### src/rtl/cke_pkg.sv
package cke_pkg;
  localparam int IDLE_CW   = 12;
  localparam int IDLE_BASE = 32;
  localparam int GUARD_W   = 2;

  typedef enum logic [1:0] {
    ST_UP   = 2'd0,
    ST_DOWN = 2'd1,
    ST_WAKE = 2'd2
  } rank_st_e;

  // Threshold quadruples for each step of the select field
  function automatic logic [IDLE_CW-1:0] idle_limit(input logic [1:0] sel);
    return IDLE_CW'(IDLE_BASE) << (2 * sel);
  endfunction

  // Guard length in clocks of high clock enable before release
  function automatic logic [GUARD_W-1:0] guard_len(input logic two);
    return two ? GUARD_W'(2) : GUARD_W'(1);
  endfunction

  function automatic logic [IDLE_CW-1:0] cnt_inc(input logic [IDLE_CW-1:0] v);
    return v + IDLE_CW'(1);
  endfunction
endpackage

### src/rtl/cke_idle_timer.sv
module cke_idle_timer
  import cke_pkg::*;
(
  input  logic       clk,
  input  logic       rst_n,
  input  logic       clr,
  input  logic       run,
  input  logic [1:0] sel,
  output logic       hit
);
  logic [IDLE_CW-1:0] cnt_q;
  logic [IDLE_CW-1:0] lim_q;
  logic               at_lim;

  assign at_lim = (cnt_q == lim_q);

  // The limit is captured only on a restart, so a running count is never cut short
  always_ff @(posedge clk or negedge rst_n) begin
    if (!rst_n) begin
      cnt_q <= '0;
      lim_q <= idle_limit(2'b00);
    end else if (clr) begin
      cnt_q <= '0;
      lim_q <= idle_limit(sel);
    end else if (run && !at_lim) begin
      cnt_q <= cnt_inc(cnt_q);
    end
  end

  assign hit = run && !clr && (cnt_inc(cnt_q) == lim_q);
endmodule

### src/rtl/cke_rank_ctl.sv
module cke_rank_ctl
  import cke_pkg::*;
(
  input  logic       clk,
  input  logic       rst_n,
  input  logic       pend,
  input  logic       issued,
  input  logic [1:0] idle_sel,
  input  logic       guard2,
  output logic       cke,
  output logic       hold,
  output logic       idle_hit
);
  rank_st_e           st_q;
  logic [GUARD_W-1:0] gcnt_q;
  logic [GUARD_W-1:0] glen_q;
  logic               awake;
  logic               waking;
  logic               tmr_clr;
  logic               guard_done;

  assign awake      = (st_q == ST_UP);
  assign waking     = (st_q == ST_WAKE);
  assign tmr_clr    = (awake && (pend || issued)) || waking;
  assign guard_done = ((gcnt_q + GUARD_W'(1)) == glen_q);

  cke_idle_timer u_tmr (
    .clk   (clk),
    .rst_n (rst_n),
    .clr   (tmr_clr),
    .run   (awake),
    .sel   (idle_sel),
    .hit   (idle_hit)
  );

  always_ff @(posedge clk or negedge rst_n) begin
    if (!rst_n) begin
      st_q   <= ST_UP;
      gcnt_q <= '0;
      glen_q <= guard_len(1'b0);
    end else begin
      unique case (st_q)
        ST_UP: begin
          if (idle_hit) st_q <= ST_DOWN;
        end
        ST_DOWN: begin
          if (pend) begin
            st_q   <= ST_WAKE;
            gcnt_q <= '0;
            glen_q <= guard_len(guard2);
          end
        end
        ST_WAKE: begin
          if (guard_done) st_q <= ST_UP;
          else            gcnt_q <= gcnt_q + GUARD_W'(1);
        end
        default: st_q <= ST_UP;
      endcase
    end
  end

  assign cke  = (st_q != ST_DOWN);
  assign hold = !awake;
endmodule

### src/rtl/cke_pd_ctrl.sv
module cke_pd_ctrl
  import cke_pkg::*;
#(
  parameter int NUM_RANKS = 4
) (
  input  logic                 clk,
  input  logic                 rst_n,
  input  logic [1:0]           cfg_idle_sel,
  input  logic                 cfg_guard2,
  input  logic [NUM_RANKS-1:0] rank_pend,
  input  logic [NUM_RANKS-1:0] rank_issued,
  output logic [NUM_RANKS-1:0] rank_cke,
  output logic [NUM_RANKS-1:0] rank_hold
);
  // Per-rank timer expiry, brought out for the checker
  logic [NUM_RANKS-1:0] idle_hit;

  for (genvar r = 0; r < NUM_RANKS; r++) begin : g_rank
    cke_rank_ctl u_rank (
      .clk      (clk),
      .rst_n    (rst_n),
      .pend     (rank_pend[r]),
      .issued   (rank_issued[r]),
      .idle_sel (cfg_idle_sel),
      .guard2   (cfg_guard2),
      .cke      (rank_cke[r]),
      .hold     (rank_hold[r]),
      .idle_hit (idle_hit[r])
    );
  end
endmodule

### config.mk
export PLATFORM = sky130hd
export DESIGN_NAME = cke_pd_ctrl
export DESIGN_NICKNAME = d
export VERILOG_FILES = /design/src/rtl/cke_pkg.sv /design/src/rtl/cke_idle_timer.sv /design/src/rtl/cke_rank_ctl.sv /design/src/rtl/cke_pd_ctrl.sv
export SDC_FILE = /design/constraint.sdc
export NUM_CORES = 1
export LEC_CHECK = 0
export BUFFER_PORTS_ARGS = -buffer_cell sky130_fd_sc_hd__buf_2
export CAP_MARGIN = 20
export CORE_ASPECT_RATIO = 0.75
export CORE_UTILIZATION = 50
export DETAILED_ROUTE_END_ITERATION = 12
export PLACE_DENSITY = 0.67
export RECOVER_POWER = 25
export SLEW_MARGIN = 40
export SYNTH_ARGS = -nofsm -noshare
export SYNTH_HDL_FRONTEND = slang
export SYNTH_SLANG_ARGS = --single-unit
### constraint.sdc
create_clock -name clk -period 3.9 [get_ports clk]
set_input_delay 0.39 -clock clk [delete_from_list [all_inputs] [get_ports clk]]
set_output_delay 0.39 -clock clk [all_outputs]
set_load 0.03 [all_outputs]
# Yosys cells after proc, flatten, opt, wreduce, memory -nomap -nowiden
# Cells that the tools add are included.
# W data, S select, Z words.
# word_totals
reg_bits,120
wordCells,166
# classes
n_addsub,8
n_shift,1
mux,37
n_eq_ne,40
reduce_logical,60
# op_table
op,n
$eq A12 B12 Y1,8
$mux W12,8
$add A12 B1 Y12 const B,4
$mux W2,21
$ne A2 B2 Y1 const B,12
$pmux W2 S3,4
$reduce_and A3 Y1,8
$logic_and A1 B1 Y1,16
$ne A2 B1 Y1 const B,8
$pmux W2 S2,4
$reduce_bool A2 Y1,8
$logic_not A1 Y1,12
$shl A6 B3 Y12 const A,1
$add A2 B1 Y2 const B,4
$eq A2 B1 Y1 const B,4
$eq A2 B2 Y1,4
$eq A2 B2 Y1 const B,4
$logic_not A2 Y1,4
$logic_or A1 B1 Y1,8
$reduce_and A2 Y1,4

# Depth between registers and ports, before layout
# logic_depth
word_depth,8
depth_mapped,8
mapped_depth_nobuf,8

# Cells and area by module
# Synthesis repeated with hierarchy kept, for this count alone.
# unflattened
hier_cells,648
area_unflattened_um2,6140.9
# modules_own_cells
mod,area_each_um2,seq_area_each_um2,cells_each,n_inst
cke_idle_timer,1188.6,401.6,127,4
cke_rank_ctl,346.6,151.4,35,4

# Worst setup path before layout
# No wires, ideal clock.
# synth_timing
path_type,reg2reg
from,register g_rank[0].u_rank.u_tmr.cnt_q[0]
to,register g_rank[0].u_rank.u_tmr.cnt_q[11]
arrival_ps,1650
setup_slack_ps,2122
path_stages_with_launch,9
setup_ps,128
path_buffers,0
cell_sequence,dfrtp_1 inv_1 ha_1 nor3b_1 nand4_1 o41ai_4 nor3_1 xnor2_1 nor2_1
# synth_via
elab_chain_cells,4
elab_cells_between_ends,7
# synth_rtl
item,line_no,source
"start, declared",cke_idle_timer.sv:11,logic [IDLE_CW-1:0] cnt_q;
"start signal, assigned",cke_idle_timer.sv:26,cnt_q <= cnt_inc(cnt_q);
branches (longest 4 deep; another with $add A12 B1 Y12),-,
# Several ways; the timed one is not identified. The select of a mux whose other input is x is not followed.
# A chain may end at the register's enable or synchronous reset.

# Worst setup path in the final report
# layout_timing
from,register g_rank[2].u_rank.u_tmr.cnt_q[0]
to,register g_rank[2].u_rank.st_q[0]
# layout_via
elab_chain_cells,5
# layout_rtl
item,line_no,source
"start, declared",cke_idle_timer.sv:11,
"start signal, assigned",cke_idle_timer.sv:26,
$add A12 B1 Y12,cke_pkg.sv:23,return v + IDLE_CW'(1);
$eq A12 B12 Y1,cke_idle_timer.sv:30,assign hit = run && !clr && (cnt_inc(cnt_q) == lim_q);
$logic_and A1 B1 Y1,cke_idle_timer.sv:30,
$ne A2 B1 Y1 (no source line),-,
$reduce_and A3 Y1 (no source line),-,
"end signal, assigned",cke_rank_ctl.sv:38,st_q <= ST_UP;
"end signal, assigned",cke_rank_ctl.sv:44,if (idle_hit) st_q <= ST_DOWN;
"end signal, assigned",cke_rank_ctl.sv:48,st_q <= ST_WAKE;
"end, declared",cke_rank_ctl.sv:14,rank_st_e st_q;
# Every way passes these cells.

==> results.yml <==
status:
  status: "completed"
timing:
  fin_crit_ns: 2.149
  fmax_mhz: 465.3
  drv_slew: 0
  min_period_over_period_pct: 55.10
  final_hold_viol_count: 0
  finalSetupTns_ns: 0
  rsz0062_at_grt: "no"
  skew_ns: 0.006181
  worstMarginPinSlew_ns: 0.6002
  setup_viol: 0
  maxSlewHeadroom_pct: 59.89
place:
  dpl_cell_area_um2: 5470
  portBuffers: 20
  place_congestion: 0.8453
  place_hpwl_um: 7789
synth:
  synth-seq-cells: 88
  synth_flop_cell: "dfrtp_1"
  synth-edff-count: 0
  seq_area_frac_synth_pct: 40.95
  yosysWarningCount: 0
  async_flop_share_pct: 100.0
  syn_area_um2: 5401
  yosysTopAreaCellShare_pct: 37.06
  synth_fp_nets: 639
  synth_cells: 614
  netlist_top_cells_area: "dfrtp_1 (37%), xnor2_1 (5.4%), o21ai_0 (5.3%)"
  avgSynthCellArea_um2: 8.797
  synth_top_cell_by_area: "dfrtp_1"
  ys_types: 60
hold_path:
  hold_path.class: "input pin to async pin"
worst_setup_path:
  crit_family: "simple AND/OR/NAND/NOR gates"
  timing.critical_path.buf_inv: 0
  cpPeakStageDelay_ns: 0.48
  regToRegSetupSlack_ns: 1.75
  required_ns: 4.15
  critPathMaxFanout: 7
  start_kind: "flip-flop"
  slowest_stage: "dfrtp_1"
  reg2reg_to: "g_rank[2].u_rank.st_q[0]"
  crit_cells: 7
  crit_arrival_ns: 2.40
  crit_chain: "ha_1, nand3_2, nor2_1, mux2i_1, nor4_1, a21oi_1, nor3_1"
  reg2reg_depth: 7
  r2r-start: "g_rank[2].u_rank.u_tmr.cnt_q[0]"
  critPathKind: "flip-flop to flip-flop"
  end_kind: "flip-flop"
  startpoint: "g_rank[2].u_rank.u_tmr.cnt_q[0]"
  cp-endpoint: "g_rank[2].u_rank.st_q[0]"
grt:
  globalRouteTotalUtil_pct: 21.33
  grt_overflow: 0
  grt_first_pass_wirelength_um: 18970
  grt_max_degree: 63
  antenna_found_initial: 0
  grt_pass1_vias: 3974
power:
  ir_worst_vdd_mv: 0.3314
  p_leak_nw: 2.371
  powerDensity_nw_per_um2: 389.4
final_layout:
  nFillCells: 921
  area_growth_pct: 7.343
  final_cell_area_um2: 5798
  utilization_pct: 55.70
  antennaDiodeCount: 0
  drive_gt1_share_pct: 11.17
  nets: 638
drt:
  drt_iter0_drc: 430
  drt-total-wl_um: 10950
  post_drt_via_cell_ratio: 5.748
  drc_errors: 0
  vias: 4334
  routedWlPerCell_um: 14.52
  antenna_left: 0
  firstDrtPassIters: 5
clock_network:
  path_clk_slew_ns: 0.07
  cts_setup_buffers: 0
  cts_hold_buf: 0
  clk_latency_ns: 0.34
  cts_buffer_depth: 2
  cts_tree: "done"
  ctsHtreeMaxLevel: 3
  numCtsBuffers: 9
  cts_sinks: 88
  cts_resized: 0
  cts_root_buffer: "clkbuf_16"
floorplanning:
  ios: 21
  num_rows: 32
  core-area_um2: 10410
  initial_core_util_pct: 51.89
  die_h_um: 92.01
  dieArea_um2: 11230
  fp.dieW_um: 122.0
job:
  maxCapViolCount: 0
## report_power, final
group / total [mW] / internal (mW) / switching, mW
registers: 1.06 / 0.986 / 0.0771
clock network: 0.860 / 0.496 / 0.364
logic: 0.335 / 0.141 / 0.194
total: 2.26 / 1.62 / 0.635
## worst min-delay path by stage
stage	from	to	slack [ns]
CTS	rst_n	g_rank[0].u_rank.u_tmr.cnt_q[9]	0.17
global route	rst_n	g_rank[0].u_rank.u_tmr.cnt_q[3]	0.08
finish	rst_n	g_rank[0].u_rank.u_tmr.cnt_q[3]	0.04
floorplan	rst_n	g_rank[0].u_rank.gcnt_q[0]	0.09
detailed placement	g_rank[0].u_rank.u_tmr.lim_q[5]	g_rank[0].u_rank.u_tmr.lim_q[5]	0.47
global placement	g_rank[3].u_rank.u_tmr.lim_q[5]	g_rank[3].u_rank.u_tmr.lim_q[5]	0.46
## state kept, by name, summed over array words and instances (netlist names)
| name | count |
|---|---|
| g_rank.u_rank.u_tmr.lim_q | 16 |
| g_rank.u_rank.st_q | 8 |
| g_rank.u_rank.glen_q | 8 |
| g_rank.u_rank.gcnt_q | 8 |
| g_rank.u_rank.u_tmr.cnt_q | 48 |
## per-layer routing
metal	global-route usage [%]	vias up	routed length, um	share of wire (%)
met1	31.64	2078	5545	51
met5	0	-	0	0
li1	-	2161	-	-
met2	31.36	89	4872	44
met4	4.115	0	68	0.62
met3	5.224	6	465	4.2
## synth_stat cells, types with 3 or more instances
cell	number
nand4_1	19
a21oi_1	7
inv_1	20
nor3b_1	3
mux2i_1	3
buf_2	10
nand2_1	73
xor2_1	18
a211oi_1	3
nor2b_1	5
o31ai_1	18
o21ai_0	57
o2111ai_1	5
nand2b_1	21
and4_1	3
nor2_1	62
clkbuf_1	11
or2_2	6
and2_1	8
ha_1	12
dfrtp_1	80
o22ai_1	5
xnor2_1	33
nor4_1	6
a31oi_1	5
o21ai_1	4
dfstp_2	8
a21o_1	5
buf_4	10
and3_1	4
nor3_1	12
nand3b_1	7
or3_1	8
mux2_2	6
nand3_1	25
buf_6	4
## per-stage QoR
stage          instances  hold slack [ns]  power, mW  setup slack, ns
2_1_floorplan        614          0.09441      1.322            2.122
3_3_place_gp         736           0.4600      1.393            1.699
3_5_place_dp         736           0.4656      1.408            1.576
4_1_cts              752           0.1707      2.276            1.554
5_1_grt              754          0.07882      2.382            1.518
6_report             754          0.03703      2.258            1.751
## logic make-up (layout without fill, tap and decap cells)
| group | after synthesis | count (layout) | synth area share [%] |
|---|---|---|---|
| compound gates | 128 | 128 | 15.50 |
| xor+xnor | 51 | 51 | 8.270 |
| fa+ha+maj | 12 | 12 | 2.780 |
| buf+inv | 55 | 59 | 5.305 |
| flops | 88 | 88 | 40.95 |
| mux | 9 | 9 | 1.807 |
| simple gates | 271 | 271 | 25.39 |
## cell type report
cell class | instances | area [um2] | area share [%]
Multi-Input combinational cell | 471 | 2913 | 50.24
Tap cell | 136 | 170.2 | 2.935
Timing Repair Buffer | 23 | 130.1 | 2.244
Clock buffer | 9 | 225.2 | 3.884
Clock inverter | 7 | 72.57 | 1.252
Inverter | 20 | 75.07 | 1.295
Sequential cell | 88 | 2212 | 38.15
## cell usage in the layout, fill, tap and decap left out, types with 4 or more instances in the layout
| cell | synthesis | final |
|---|---|---|
| nor3_1 | 12 | 12 |
| nor2b_1 | 5 | 5 |
| nand3b_1 | 7 | 7 |
| a31oi_1 | 5 | 5 |
| inv_1 | 20 | 20 |
| and2_1 | 8 | 8 |
| a21o_1 | 5 | 5 |
| nand2b_1 | 21 | 21 |
| ha_1 | 12 | 12 |
| nand2_1 | 73 | 73 |
| and3_1 | 4 | 4 |
| o22ai_1 | 5 | 5 |
| nor2_1 | 62 | 62 |
| dfstp_2 | 8 | 8 |
| nand3_1 | 25 | 25 |
| or2_2 | 6 | 6 |
| buf_2 | 10 | 19 |
| mux2_2 | 6 | 6 |
| nor4_1 | 6 | 6 |
| or3_1 | 8 | 8 |
| o2111ai_1 | 5 | 5 |
| xnor2_1 | 33 | 33 |
| a21oi_1 | 7 | 7 |
| dfrtp_1 | 80 | 80 |
| clkbuf_16 | 0 | 9 |
| xor2_1 | 18 | 18 |
| o21ai_1 | 4 | 4 |
| nand4_1 | 19 | 19 |
| o31ai_1 | 18 | 18 |
| o21ai_0 | 57 | 57 |
(Power assumes the default switching activity.)
